--- src/rtl/ialu_pkg.sv ---
package ialu_pkg;

  typedef enum logic [3:0] {
    OP_ADD  = 4'd0,
    OP_SUB  = 4'd1,
    OP_ADDC = 4'd2,
    OP_SUBB = 4'd3,
    OP_INCR = 4'd4,
    OP_DECR = 4'd5,
    OP_NEGT = 4'd6,
    OP_AND  = 4'd7,
    OP_OR   = 4'd8,
    OP_XOR  = 4'd9,
    OP_NOT  = 4'd10,
    OP_CMP  = 4'd11,
    OP_TST  = 4'd12
  } alu_op_e;

  typedef enum logic [1:0] {
    LG_AND = 2'd0,
    LG_OR  = 2'd1,
    LG_XOR = 2'd2
  } logic_sel_e;

  // packed MSB first: ovf is bit 5, cry is bit 0
  typedef struct packed {
    logic ovf;
    logic sgn;
    logic zro;
    logic aux;
    logic par;
    logic cry;
  } flags_t;

  localparam int FLAG_W = 6;

endpackage

--- src/rtl/ialu_addsub.sv ---
module ialu_addsub #(
  parameter int W = 64
) (
  input  logic [W-1:0] x_i,
  input  logic [W-1:0] y_i,
  input  logic         cin_i,
  input  logic         sub_i,
  output logic [W-1:0] sum_o,
  output logic         cry_o,
  output logic         aux_o,
  output logic         ovf_o
);
  localparam int MSB = W - 1;

  logic [W-1:0] y_eff;
  logic         c_eff;
  logic         c_out;
  logic         c_nib;

  // subtraction runs as x + ~y + ~borrow; carry sense is inverted afterwards
  assign y_eff = sub_i ? ~y_i : y_i;
  assign c_eff = sub_i ? ~cin_i : cin_i;
  assign {c_out, sum_o} = {1'b0, x_i} + {1'b0, y_eff} + {{W{1'b0}}, c_eff};

  assign c_nib = x_i[4] ^ y_eff[4] ^ sum_o[4];
  assign cry_o = sub_i ? ~c_out : c_out;
  assign aux_o = sub_i ? ~c_nib : c_nib;
  assign ovf_o = (x_i[MSB] == y_eff[MSB]) && (sum_o[MSB] != x_i[MSB]);

endmodule

--- src/rtl/ialu_logic.sv ---
module ialu_logic #(
  parameter int W = 64
) (
  input  logic [W-1:0]              a_i,
  input  logic [W-1:0]              b_i,
  input  ialu_pkg::logic_sel_e      sel_i,
  output logic [W-1:0]              res_o
);
  always_comb begin
    unique case (sel_i)
      ialu_pkg::LG_OR:  res_o = a_i | b_i;
      ialu_pkg::LG_XOR: res_o = a_i ^ b_i;
      default:          res_o = a_i & b_i;
    endcase
  end
endmodule

--- src/rtl/ialu_flaggen.sv ---
module ialu_flaggen #(
  parameter int W     = 64,
  parameter int PAR_W = 8
) (
  input  logic [W-1:0] val_i,
  output logic         par_o,
  output logic         zro_o,
  output logic         sgn_o
);
  localparam int MSB = W - 1;

  // parity folded bit by bit over the low byte
  logic [PAR_W:0] par_chain;
  assign par_chain[0] = 1'b1;
  for (genvar i = 0; i < PAR_W; i++) begin : g_par
    assign par_chain[i+1] = par_chain[i] ^ val_i[i];
  end

  assign par_o = par_chain[PAR_W];
  assign zro_o = (val_i == '0);
  assign sgn_o = val_i[MSB];

endmodule

--- src/rtl/ialu_flags.sv ---
module ialu_flags #(
  parameter int W = 64
) (
  input  logic         clk,
  input  logic         rst,
  input  logic [3:0]   op_i,
  input  logic [W-1:0] a_i,
  input  logic [W-1:0] b_i,
  input  logic [5:0]   flags_i,
  output logic [W-1:0] result_o,
  output logic [5:0]   flags_o,
  output logic         wr_en_o
);
  import ialu_pkg::*;

  alu_op_e      op;
  flags_t       f_in;
  flags_t       f_nxt;
  logic [W-1:0] res_nxt;
  logic         we_nxt;

  logic [W-1:0] ax, ay;
  logic         acin, asub;
  logic [W-1:0] asum;
  logic         acry, aaux, aovf;

  logic_sel_e   lsel;
  logic [W-1:0] lres;

  logic [W-1:0] fsrc;
  logic         fpar, fzro, fsgn;

  assign op   = alu_op_e'(op_i);
  assign f_in = flags_t'(flags_i);

  // operand steering for the shared adder
  always_comb begin
    ax   = a_i;
    ay   = b_i;
    acin = 1'b0;
    asub = 1'b0;
    unique case (op)
      OP_SUB, OP_CMP: asub = 1'b1;
      OP_ADDC:        acin = f_in.cry;
      OP_SUBB: begin
        asub = 1'b1;
        acin = f_in.cry;
      end
      OP_INCR:        ay = {{(W-1){1'b0}}, 1'b1};
      OP_DECR: begin
        ay   = {{(W-1){1'b0}}, 1'b1};
        asub = 1'b1;
      end
      OP_NEGT: begin
        ax   = '0;
        ay   = a_i;
        asub = 1'b1;
      end
      default: ;
    endcase
  end

  always_comb begin
    unique case (op)
      OP_OR:   lsel = LG_OR;
      OP_XOR:  lsel = LG_XOR;
      default: lsel = LG_AND;
    endcase
  end

  ialu_addsub #(.W(W)) u_addsub (
    .x_i   (ax),
    .y_i   (ay),
    .cin_i (acin),
    .sub_i (asub),
    .sum_o (asum),
    .cry_o (acry),
    .aux_o (aaux),
    .ovf_o (aovf)
  );

  ialu_logic #(.W(W)) u_logic (
    .a_i   (a_i),
    .b_i   (b_i),
    .sel_i (lsel),
    .res_o (lres)
  );

  // flag source: Boolean value for logic ops, adder sum otherwise
  always_comb begin
    unique case (op)
      OP_AND, OP_OR, OP_XOR, OP_TST: fsrc = lres;
      default:                       fsrc = asum;
    endcase
  end

  ialu_flaggen #(.W(W), .PAR_W(8)) u_flaggen (
    .val_i (fsrc),
    .par_o (fpar),
    .zro_o (fzro),
    .sgn_o (fsgn)
  );

  // per-operation flag policy and write-enable
  always_comb begin
    f_nxt   = f_in;
    res_nxt = a_i;
    we_nxt  = 1'b0;
    unique case (op)
      OP_ADD, OP_SUB, OP_ADDC, OP_SUBB, OP_NEGT, OP_CMP: begin
        res_nxt = asum;
        we_nxt  = (op != OP_CMP);
        f_nxt   = '{ovf: aovf, sgn: fsgn, zro: fzro, aux: aaux,
                    par: fpar, cry: acry};
      end
      OP_INCR, OP_DECR: begin
        res_nxt = asum;
        we_nxt  = 1'b1;
        f_nxt   = '{ovf: aovf, sgn: fsgn, zro: fzro, aux: aaux,
                    par: fpar, cry: f_in.cry};
      end
      OP_AND, OP_OR, OP_XOR, OP_TST: begin
        res_nxt = lres;
        we_nxt  = (op != OP_TST);
        f_nxt   = '{ovf: 1'b0, sgn: fsgn, zro: fzro, aux: 1'b0,
                    par: fpar, cry: 1'b0};
      end
      OP_NOT: begin
        res_nxt = ~a_i;
        we_nxt  = 1'b1;
      end
      default: ;
    endcase
  end

  always_ff @(posedge clk) begin
    if (rst) begin
      result_o <= '0;
      flags_o  <= '0;
      wr_en_o  <= 1'b0;
    end else begin
      result_o <= res_nxt;
      flags_o  <= f_nxt;
      wr_en_o  <= we_nxt;
    end
  end

endmodule

--- config.mk ---
export PLATFORM = sky130hd
export DESIGN_NAME = ialu_flags
export DESIGN_NICKNAME = d
export VERILOG_FILES = /design/src/rtl/ialu_pkg.sv /design/src/rtl/ialu_addsub.sv /design/src/rtl/ialu_logic.sv /design/src/rtl/ialu_flaggen.sv /design/src/rtl/ialu_flags.sv
export SDC_FILE = /design/constraint.sdc
export NUM_CORES = 1
export LEC_CHECK = 0
export ABC_AREA = 1
export ABC_CLOCK_PERIOD_IN_PS = 4300
export BUFFER_PORTS_ARGS = -buffer_cell sky130_fd_sc_hd__buf_2
export CORE_UTILIZATION = 55
export DETAILED_ROUTE_END_ITERATION = 10
export PLACE_DENSITY = 0.79
export SKIP_CTS_REPAIR_TIMING = 1
export SYNTH_ARGS = -nofsm -noshare
export SYNTH_HDL_FRONTEND = slang
export SYNTH_HIERARCHICAL = 1
export SYNTH_SLANG_ARGS = --single-unit
--- constraint.sdc ---
create_clock -name clk -period 4.3 [get_ports clk]
set_input_delay 0.645 -clock clk [delete_from_list [all_inputs] [get_ports clk]]
set_output_delay 0.645 -clock clk [all_outputs]
set_load 0.005 [all_outputs]
Yosys cells after proc, flatten, opt, wreduce, memory -nomap -nowiden --
Cells that the tools add are included.
Operators by class: $add $sub $neg 2, equal/unequal tests 18, mux-type cells 14, bitwise operators 18, reductions and logical operators 10
Operator list (count):
- $pmux W64 S2 | 2
- $mux W64 | 3
- $pmux W64 S3 | 1
- $not A64 Y64 | 2
- $add A64 B64 Y65 | 1
- $add A65 B1 Y65 | 1
- $and A64 B64 Y64 | 1
- $logic_not A64 Y1 | 1
- $or A64 B64 Y64 | 1
- $xor A64 B64 Y64 | 1
- $eq A4 B4 Y1 const B | 5
- $pmux W6 S3 | 1
- $eq A4 B3 Y1 const B | 4
- $xor A1 B1 Y1 | 9
- $eq A4 B2 Y1 const B | 2
- $ne A4 B4 Y1 const B | 2
- $reduce_or A8 Y1 | 1
- $reduce_or A6 Y1 | 1
- $mux W1 | 5
- $reduce_or A5 Y1 | 1
- $eq A4 B1 Y1 const B | 1
- $logic_not A4 Y1 | 1
- $not A1 Y1 | 4
- $pmux W2 S2 | 1
- 9 further kinds | 10
Word-level totals: bits in registers 71, bits of input ports 140, output and inout bits 71, word-level logic and storage cells 65

Depth between registers and ports, before layout --
Gate-level depths: netlist of run 1.
depth in word-level cells 17, depth in mapped cells 34, depth with buffers taken out 32

Modules after synthesis --
The synthesis of run 1 kept the hierarchy.
By module, submodules not included:
- ialu_addsub | instances 1, cells an instance 1176, area each 6162.2 sq um, sequential area each 0.0 sq um
- ialu_flags | instances 1, cells an instance 1036, area each 5635.4 sq um, sequential area each 1421.4 sq um
- ialu_logic | instances 1, cells an instance 736, area each 4040.1 sq um, sequential area each 0.0 sq um
- ialu_flaggen | instances 1, cells an instance 114, area each 475.5 sq um, sequential area each 0.0 sq um

Least setup slack after synthesis of run 1 --
OpenSTA, ideal clock, no wires.
kind in2reg, from in op_i[2], to reg flags_o[3], library setup time 64 ps, arrival time 4227 ps, data required time 4236 ps, setup slack 9 ps, stages 32, buffers on the path 4, cells stage by stage buf_4 > nand2_1 > inv_1 > nand2_1 > buf_2 > a22oi_1 > clkbuf_1 > buf_2 > xor2_1 > fa_1 > fa_1 > nand3_2 > nand2_4 > nand2_2 > nand3_2 > nand2_2 > nand2_2 > nand2_1 > nand2_2 > nand2_1 > nand2_1 > nand2_1 > nand2_1 > nand2_1 > nand2_1 > nor3_1 > nand2_1 > nor2_1 > nand2_1 > nor2_1 > nor2_1 > nor2_1
Between the ends: elaborated cells on any way between the ends 34, classes of those cells add/sub: 2; eq/ne: 13; mux: 10; bitwise: 2; reduce/logical: 7
RTL lines:
- start, declared | line ialu_flags.sv:6 | input logic [3:0] op_i,
- $eq A4 B3 Y1 (tied with other cells) | line ialu_flags.sv:42 | unique case (op)
- $reduce_or A5 Y1 (no source line) *
- $mux W1 * | line ialu_flags.sv:42
- named net asub | line ialu_flags.sv:23 | logic acin, asub;
- $mux W64 | line ialu_addsub.sv:21 | assign y_eff = sub_i ? ~y_i : y_i;
- $add A64 B64 Y65 | line ialu_addsub.sv:23 | assign {c_out, sum_o} = {1'b0, x_i} + {1'b0, y_eff} + {{W{1'b0}}, c_eff};
- $add A65 B1 Y65 * | line ialu_addsub.sv:23
- named net asum[60] | line ialu_flags.sv:24 | logic [W-1:0] asum;
- $mux W64 * | line ialu_flags.sv:91 | unique case (op)
- named net fsrc[60] | line ialu_flags.sv:30 | logic [W-1:0] fsrc;
- $logic_not A64 Y1 * | line ialu_flaggen.sv:20 | assign zro_o = (val_i == '0);
- named net fzro | line ialu_flags.sv:31 | logic fpar, fzro, fsgn;
- $pmux W6 S3 * | line ialu_flags.sv:109 | unique case (op)
- end signal, assigned | line ialu_flags.sv:143 | flags_o <= f_nxt;
- end, declared | line ialu_flags.sv:11 | output logic [5:0] flags_o,
The timed path passes the listed nets; every way through them passes the cells marked *. A chain may end at the register's enable or synchronous reset.

Final worst setup path of run 1 --
from in op_i[0], to reg flags_o[3]
The elaborated chain is that of the path after synthesis.

==> metrics.cfg, run 1 <==
[yosys]
yosys-top-cells-area = nand2_1 (28%), ha_1 (15%), inv_1 (13%)
ys_warn_count = 6
syn_area_um2 = 16300
yosys.cell_types.count = 41
syn-instance-count = 3062
yosys-top-cells-count = nand2_1 (1211), inv_1 (576), nor2_1 (209)
syn_nets = 3398
ys_seq_area_frac = 0.0871
synth_edf_count = 0
yosys.area.top_type_share = 0.279
ys.flop_type = dfxtp_1
synth-seq-cells = 71
synth.most_common_cell = nand2_1
synth.avg_cell_area_um2 = 5.33
async_reset_ff_frac = 0
synth_area_leader_cell = nand2_1

[layout]
design_area_um2 = 20700
nets = 3853
finish.utilization = 0.716
area_growth_pct = 27.1
drive_gt1_frac = 0.217
final_cell_count_no_fill = 3907

[route]
vias = 20900
via_per_inst = 5.36
routedWlPerCell_um = 16.4
finalWirelength_mm = 63.9
first_pass_iters = 6
drc = 0
postRouteAntennaNets = 0
drt_iter0_markers = 2101

[cts]
clkTransAtPathRegs_ns = 0.06
ctsRootBufferMaster = clkbuf_16
htree_num_levels = 3
cts_tree = yes
clock-sinks = 71
clockBufferDepth = 2
cts_inserted_buffers = 9

[pwr]
power.density_nw_per_um2 = 292
vdd_ir_drop_max_uv = 255
p_leak_nw = 13.1
total_power_mw = 6.05

[die]
die_width_um = 174
core_um2 = 28900
num_io_pins = 211
dieArea_um2 = 30400
fp.dieH_um = 174
initial_core_util = 0.564
rows = 62

[timing]
min_period_ns = 4.35
post-route-period-util = 1.01
drv_slew = 0
tns_ns = -0.0520
grt_setup_unrepaired = true
worst_pin_slew_ns = 1.37
slew_headroom = 0.0845
finalHoldViolations = 0
setup_violations = 1
fmax_mhz = 230
finalWorstSetupSlack_ns = -0.0520

[placement]
place_inst = 3871
dpl_cell_area_um2 = 19700
dp_hpwl_mm = 49.5
port_buffers = 210
gp_congestion = 1.01

[critical_path]
critPathLaunchType = primary input
slowest_stage = ha_1
end_kind = register
critPathKind = primary input to register
crit_top_cell = nand2_1
cp.required_ns = 4.62
cp_slowest_stage_delay_ns = 0.32
arrival_ns = 4.67
critPathMaxFanout = 7

[global_routing]
overflow = 0
track_usage = 0.397
antenna_found_initial = 1
grt_max_degree = 65
grt_pass1_wl_mm = 97.0
grt_pass1_vias = 19700

[outcome]
violations = setup timing
status = finished, violations left

[run]
drv_cap = 0

[hold_path]
hp-class = primary input to register

sequential cells by signal (all words and copies together), names as in the netlist:
signal	cells
result_o	64
flags_o	6
wr_en_o	1
path summary, 6_finish.rpt:
check / start / endpoint / slack, ns / cells past startpoint
worst min-delay path: flags_i[5] / flags_o[5]$_SDFF_PP0_ / 0.56 / 3
worst max-delay path: op_i[0] / flags_o[3]$_SDFF_PP0_ / -0.05 / 32
stage by stage:
step	setup slack (ns)	hold slack, ns
floorplan	0.00909	0.744
global placement	-0.610	0.938
detailed placement	-0.663	0.941
CTS	-0.288	0.541
global route	-0.192	0.566
finish	-0.0520	0.558
critical path, delay by kind of cell:
| family | cells | cell delay (ns) |
|---|---|---|
| buf+inv | 7 | 0.96 |
| simple gates | 20 | 2.01 |
| compound gates | 2 | 0.40 |
| fa+ha+maj | 1 | 0.32 |
| xor+xnor | 2 | 0.35 |
power by group:
part | total [mW] | internal, mW | switching, mW
clock network | 0.887 | 0.540 | 0.347
logic | 4.38 | 1.84 | 2.54
registers | 0.780 | 0.755 | 0.0247
total | 6.05 | 3.14 | 2.91
kinds of logic (layout without fill, tap and decap cells):
kind of cell | count (synthesis) | count (layout) | synth area share
compound gates | 335 | 335 | 0.108
xor+xnor | 108 | 108 | 0.0584
fa+ha+maj | 196 | 196 | 0.151
buf+inv | 695 | 1155 | 0.172
flops | 71 | 71 | 0.0871
other cells | 0 | 1 | 0
simple gates | 1657 | 1657 | 0.423
final cells by class:
type	instances	area [um^2]
Antenna cell	1	2.50
Inverter	591	2220
Sequential cell	71	1420
Timing Repair Buffer	548	3730
Tap cell	384	480
Clock buffer	13	260
Multi-Input combinational cell	2296	12500
Clock inverter	3	65.1
Fill cell	2524	8210
layout by cell type, fill, tap and decap left out, types with 4 or more instances in the layout:
cell type and instances:
nand2_1 1190, inv_1 575, buf_4 325, buf_2 210
ha_1 186, nor2_1 183, o21ai_0 146, a21oi_1 121
xor2_1 100, dfxtp_1 71, nand3b_1 66, nand2_2 53
nand3_1 51, nor2_2 41, a21oi_2 26, nand4_1 17
inv_2 15, o21ai_1 14, clkbuf_16 12, o21bai_1 12
nand2_4 11, nor3_1 10, nor2_4 10, nand3_2 10
xor2_2 7, nor3_2 7, ha_2 7, buf_12 6
a21o_1 4, buf_6 4
per-layer routing:
metal / up-vias / GRT usage / part of all wire
met5: - / 0 / 0
met4: 0 / 0.168 / 0.038
met3: 214 / 0.0632 / 0.090
met2: 1158 / 0.668 / 0.46
met1: 9462 / 0.499 / 0.41
li1: 10100 / - / -
(Power assumes the default switching activity.)
==> run 2: changes to the inputs <==
ABC_AREA = 0   (was 1)
PLACE_DENSITY = 0.8   (was 0.79)
==> run 2 against run 1 <==
Compared with the run above:
- the run still ends with setup timing left
- largest cell class unchanged
- sequential power increased by 1%
- sequential cell count unchanged
- routed wire length decreased by 6.5%
- combinational power increased by 12%
- critical endpoint unchanged
- critical path type unchanged
- power increased by 7.6%
- highest routed layer unchanged
- global-route usage decreased by 0.33 points
- via count decreased by 9.7%
- non-clock buffer count increased by 191
- final cell count decreased by 21%
- clock-buffer cell count decreased by 2
==> metrics.cfg, run 2 <==
[layout]
area_growth_pct = 40.7  ; was 27.1%
multiInputGateArea_um2 = 13200  ; was 12500 um^2
drive_gt1_frac = 0.343  ; was 0.217
num-fill-cells = 1865  ; was 2524
final_cell_mix = buf_4 (483), nand2_1 (304), buf_2 (205)  ; was nand2_1 (1190), inv_1 (575), buf_4 (325)
largest_reg_flops = 64  ; unchanged
seq_area_um2 = 1420  ; unchanged
final_cell_count_no_fill = 3095  ; was 3907
finish.utilization = 0.792  ; was 0.716
final_common_cell = buf_4  ; was nand2_1
nets = 3085  ; was 3853
max_flop_register = result_o  ; unchanged
reg_top3 = result_o (64), flags_o (6), wr_en_o (1)  ; unchanged

[yosys]
synth_edf_count = 0  ; unchanged
ys_seq_area_frac = 0.0934  ; was 0.0871
synth_fa_ha_area_frac = 0.162  ; was 0.151
ys_warn_count = 6  ; unchanged
yosys.area.top_type_share = 0.160  ; was 0.279
synth_area_leader_cell = ha_1  ; was nand2_1
syn_nets = 2493  ; was 3398
yosys-top-cells-count = nand2_1 (314), ha_1 (194), inv_1 (152)  ; was nand2_1 (1211), inv_1 (576), nor2_1 (209)
async_reset_ff_frac = 0  ; unchanged
synth-seq-cells = 71  ; unchanged
yosys.area_share.simple = 0.269  ; was 0.423
yosys-top-cells-area = ha_1 (16%), dfxtp_1 (9.3%), nand2_1 (7.7%)  ; was nand2_1 (28%), ha_1 (15%), inv_1 (13%)
syn_area_um2 = 15200  ; was 16300 um^2
synth.avg_cell_area_um2 = 7.05  ; was 5.33 um^2
yosys.cell_types.count = 78  ; was 41
ys.flop_type = dfxtp_1  ; unchanged
synth_top_family_by_area = compound AO/OA/AOI/OAI gates  ; was simple AND/OR/NAND/NOR gates
synth.area.mux_share = 0.00288  ; was 0
syn-instance-count = 2157  ; was 3062
synth-compound-area-share = 0.303  ; was 0.108
synth_xor_area_frac = 0.0731  ; was 0.0584
synth.most_common_cell = nand2_1  ; unchanged

[timing]
min_period_ns = 4.97  ; was 4.35 ns
grt_setup_unrepaired = true  ; unchanged
fmax_mhz = 201  ; was 230 MHz
worst_pin_slew_ns = 1.20  ; was 1.37 ns
setup_violations = 22  ; was 1
tns_ns = -4.91  ; was -0.0520 ns
post-route-period-util = 1.16  ; was 1.01
slew_headroom = 0.202  ; was 0.0845
drv_slew = 0  ; unchanged
finalWorstSetupSlack_ns = -0.674  ; was -0.0520 ns
finalHoldViolations = 0  ; unchanged

[die]
initial_core_util = 0.563  ; was 0.564
rows = 60  ; was 62
core_um2 = 27000  ; was 28900 um^2
die_width_um = 168  ; was 174 um
fp.dieH_um = 168  ; was 174 um
num_io_pins = 211  ; unchanged
dieArea_um2 = 28300  ; was 30400 um^2

[outcome]
status = finished, violations left  ; unchanged
violations = setup timing  ; unchanged

[global_routing]
grt_max_degree = 72  ; was 65
track_usage = 0.393  ; was 0.397
grt_pass1_wl_mm = 90.4  ; was 97.0 mm
grt_pass1_vias = 18000  ; was 19700
antenna_found_initial = 1  ; unchanged
overflow = 0  ; unchanged

[critical_path]
critPathLaunchType = primary input  ; unchanged
arrival_ns = 5.26  ; was 4.67 ns
slowest_stage = a2111o_1  ; was ha_1
critPathMaxFanout = 7  ; unchanged
end_kind = register  ; unchanged
critPathKind = primary input to register  ; unchanged
cp_slowest_stage_delay_ns = 0.51  ; was 0.32 ns
cp-startpoint = op_i[3]  ; was op_i[0]
cp.required_ns = 4.58  ; was 4.62 ns

[cts]
clock-sinks = 71  ; unchanged
cts_inserted_buffers = 9  ; unchanged
htree_num_levels = 3  ; unchanged
ctsRootBufferMaster = clkbuf_16  ; unchanged
clockBufferDepth = 2  ; unchanged
cts_tree = yes  ; unchanged
clkTransAtPathRegs_ns = 0.08  ; was 0.06 ns

[route]
first_pass_iters = 6  ; unchanged
routedWlPerCell_um = 19.3  ; was 16.4 um
finalWirelength_mm = 59.7  ; was 63.9 mm
vias = 18900  ; was 20900
postRouteAntennaNets = 0  ; unchanged
drc = 0  ; unchanged
via_per_inst = 6.11  ; was 5.36
drt_iter0_markers = 2143  ; was 2101

[hold_path]
hp-class = primary input to register  ; unchanged
min-delay-start = flags_i[1]  ; was flags_i[5]
hold-path-endpoint = flags_o[1]$_SDFF_PP0_  ; was flags_o[5]$_SDFF_PP0_
holdPathStages = 3  ; unchanged

[pwr]
p_switching_mw = 2.87  ; was 2.91 mW
power.density_nw_per_um2 = 304  ; was 292 nW/um^2
swShare = 0.442  ; was 0.481
clockPowerShare = 0.126  ; was 0.147
power_frac_comb = 0.752  ; was 0.724
vdd_ir_drop_max_uv = 180  ; was 255 uV
p_seq_frac = 0.122  ; was 0.129
p_int_mw = 3.63  ; was 3.14 mW
p_leak_nw = 10.7  ; was 13.1 nW

[placement]
dp_slack_ns = -1.32  ; was -0.663 ns
dp_hpwl_mm = 43.1  ; was 49.5 mm
gp_congestion = 0.997  ; was 1.01
place_inst = 3041  ; was 3871
port_buffers = 210  ; unchanged

[run]
drv_cap = 0  ; unchanged

## run 2: worst max path at each step
stage / slack, ns / cells after the start / end
2_1_floorplan: -0.71 / 26 / flags_o[3]$_SDFF_PP0_
3_3_place_gp: -1.28 / 24 / flags_o[3]$_SDFF_PP0_
3_5_place_dp: -1.32 / 23 / flags_o[3]$_SDFF_PP0_
4_1_cts: -0.97 / 23 / flags_o[3]$_SDFF_PP0_
5_1_grt: -0.96 / 26 / flags_o[3]$_SDFF_PP0_
6_report: -0.67 / 26 / flags_o[3]$_SDFF_PP0_
## run 2: cell type report
type | instances | share of cell area
antenna | 1 | 0.000117
clock buffer | 11 | 0.0109
sequential | 71 | 0.0664
timing repair buffer | 739 | 0.255
tap | 341 | 0.0199
clock inverter | 4 | 0.00222
inverter | 153 | 0.0269
multi-input combinational | 1775 | 0.618
## run 2: critical path: cells and delay by family
family	cells	cell delay, ns
simple gates	8	1.09
xor+xnor	1	0.08
compound gates	11	2.33
fa+ha+maj	1	0.38
buf+inv	5	0.71
## run 2: kinds of logic after synthesis
logic type      after synthesis
buf+inv                     312
mux                           3
flops                        71
simple gates                810
fa+ha+maj                   196
xor+xnor                    127
compound gates              638
## run 2: power groups by stage
| stage | Combinational (mW) | Clock (mW) | Sequential [mW] |
|---|---|---|---|
| global placement | 4.26 | 0 | 0.801 |
| global route | 5.22 | 0.842 | 0.799 |
| CTS | 4.38 | 0.822 | 0.792 |
| finish | 4.89 | 0.819 | 0.791 |
| detailed placement | 4.34 | 0 | 0.806 |
| floorplan | 2.37 | 0 | 0.824 |
## run 2: metal layers
metal,track usage,vias up,share of wire
met3,0.0470,214,0.077
li1,-,8705,-
met5,0,-,0
met2,0.693,1032,0.48
met4,0.174,0,0.044
met1,0.479,8956,0.40
## run 2: per-stage QoR
stage / total power, mW / hold WS [ns] / instance area, um^2
floorplan: 3.20 / 0.781 / 15500
global placement: 5.06 / 0.908 / 20000
detailed placement: 5.15 / 0.911 / 20000
CTS: 5.99 / 0.539 / 20200
global route: 6.86 / 0.565 / 21400
finish: 6.50 / 0.544 / 21400
==> run 3: changes to the inputs <==
CTS_BUF_LIST = sky130_fd_sc_hd__clkbuf_4   (was not set)
==> run 3 against run 2 <==
Compared with the run above:
- the run still ends with setup timing left
- non-clock buffer count is 3 lower
- combinational power is 3% lower
- worst setup slack better by 0.21 ns
- final area is 2.1% lower
- routed wire length is 1.6% lower
- largest power group unchanged
- sequential cell count stayed put
- sequential power hardly changed
- clock power is 36% lower
- power is 6.8% lower
- critical path depth is 2 lower
- highest routed layer unchanged
- first-iteration DRC count is 9.4% lower
- hold slack worse by 0.16 ns
==> metrics.cfg, run 3 (synthesis gave the netlist of run 2 again) <==
[critical_path]
critPathMaxFanout = 11  ; was 7
cp.required_ns = 4.77  ; was 4.58 ns
arrival_ns = 5.23  ; was 5.26 ns
critPathLaunchType = primary input  ; unchanged
end_kind = register  ; unchanged
slowest_stage = o311ai_2  ; was a2111o_1
crit_chain = buf_8 > nand2b_4 > nor2_4 > buf_12 > buf_12 > a22o_1 > xor2_1 > ha_1 > a21oi_2 > o31a_1 > o311ai_2 > nand2b_1 > o41a_1 > o21ba_2 > o21ai_1 > xor2_1 > nand2_1 > nand2_1 > nor4_2 > buf_4 > nand4_1 > nor4_2 > o21ai_1 > a21oi_1
cp_slowest_stage_delay_ns = 0.46  ; was 0.51 ns
critPathKind = primary input to register  ; unchanged

[die]
dieArea_um2 = 28300  ; unchanged
die_width_um = 168  ; unchanged
initial_core_util = 0.563  ; unchanged
core_um2 = 27000  ; unchanged
fp.dieH_um = 168  ; unchanged
rows = 60  ; unchanged
num_io_pins = 211  ; unchanged

[layout]
nets = 3082  ; was 3085
drive_gt1_frac = 0.331  ; was 0.343
final_cell_mix = buf_4 (489), nand2_1 (308), buf_2 (205)  ; was buf_4 (483), nand2_1 (304), buf_2 (205)
num-fill-cells = 1976  ; was 1865
final_common_cell = buf_4  ; unchanged
finish.utilization = 0.776  ; was 0.792
max_flop_register = result_o  ; unchanged
reg_top3 = result_o (64), flags_o (6), wr_en_o (1)  ; unchanged
area_growth_pct = 37.8  ; was 40.7%
final_cell_count_no_fill = 3093  ; was 3095
largest_reg_flops = 64  ; unchanged

[timing]
whs_ns = 0.385  ; was 0.544 ns
setup_violations = 16  ; was 22
grt_setup_unrepaired = true  ; unchanged
slew_headroom = 0.217  ; was 0.202
fmax_mhz = 210  ; was 201 MHz
tns_ns = -2.09  ; was -4.91 ns
finalHoldViolations = 0  ; unchanged
min_period_ns = 4.76  ; was 4.97 ns
worst_pin_slew_ns = 1.17  ; was 1.20 ns
drv_slew = 0  ; unchanged
finalWorstSetupSlack_ns = -0.464  ; was -0.674 ns
post-route-period-util = 1.11  ; was 1.16

[global_routing]
grt_max_degree = 72  ; unchanged
track_usage = 0.392  ; was 0.393
antenna_found_initial = 2  ; was 1
overflow = 0  ; unchanged
grt_pass1_wl_mm = 90.0  ; was 90.4 mm
grt_pass1_vias = 17900  ; was 18000

[placement]
dp_slack_ns = -1.32  ; unchanged
gp_congestion = 0.997  ; unchanged
place_inst = 3041  ; unchanged
dp_hpwl_mm = 43.1  ; unchanged
port_buffers = 210  ; unchanged

[cts]
clock-sinks = 71  ; unchanged
ctsRootBufferMaster = clkbuf_4  ; was clkbuf_16
cts_inserted_buffers = 9  ; unchanged
clockBufferDepth = 2  ; unchanged
clkTransAtPathRegs_ns = 0.20  ; was 0.08 ns
cts_tree = yes  ; unchanged
htree_num_levels = 3  ; unchanged

[pwr]
power.density_nw_per_um2 = 289  ; was 304 nW/um^2
vdd_ir_drop_max_uv = 178  ; was 180 uV
p_leak_nw = 10.5  ; was 10.7 nW

[route]
routedWlPerCell_um = 19.0  ; was 19.3 um
drc = 0  ; unchanged
drt_iter0_markers = 1942  ; was 2143
finalWirelength_mm = 58.8  ; was 59.7 mm
via_per_inst = 6.08  ; was 6.11
postRouteAntennaNets = 0  ; unchanged
first_pass_iters = 8  ; was 6
vias = 18800  ; was 18900

[run]
drv_cap = 0  ; unchanged

[hold_path]
hp-class = primary input to register  ; unchanged

[outcome]
violations = setup timing  ; unchanged
status = finished, violations left  ; unchanged

-- run 3: worst max-delay path: cells and delay by family --
kind / cells / cell delay, ns
compound gates: 9 / 2.12
buf+inv: 4 / 0.60
fa+ha+maj: 1 / 0.36
xor+xnor: 2 / 0.21
simple gates: 8 / 1.28
-- run 3: area by class of cell --
type                       count  area, um^2  share of cell area
tap                          341         427              0.0203
inverter                     153         577              0.0275
clock inverter                 4        47.5             0.00227
multi-input combinational   1775       13000               0.621
clock buffer                  11        82.6             0.00394
timing repair buffer         736        5390               0.257
sequential                    71        1420              0.0678
antenna                        2        5.00            0.000239
-- run 3: path summary, 6_finish.rpt --
kind / startpoint / to / slack [ns] / depth (start not counted)
min: flags_i[1] / flags_o[1]$_SDFF_PP0_ / 0.38 / 3
max: op_i[3] / flags_o[3]$_SDFF_PP0_ / -0.46 / 24
-- run 3: power by group --
part	switching (mW)	total (mW)	internal, mW
registers	0.0254	0.791	0.766
logic	2.40	4.75	2.34
clock network	0.338	0.524	0.186
total	2.77	6.06	3.30
-- run 3: metal layers --
metal / routed length, um / global-route usage / up-vias
li1: - / - / 8709
met1: 23600 / 0.480 / 8921
met2: 28500 / 0.692 / 996
met3: 4460 / 0.0487 / 176
met4: 2230 / 0.162 / 0
met5: 0 / 0 / -
-- run 3: per-stage QoR --
stage	area [um^2]	total power, mW
after floorplan	15500	3.20
after global placement	20000	5.06
after detailed placement	20000	5.15
after CTS	20100	5.69
after global routing	21000	6.42
final	21000	6.06
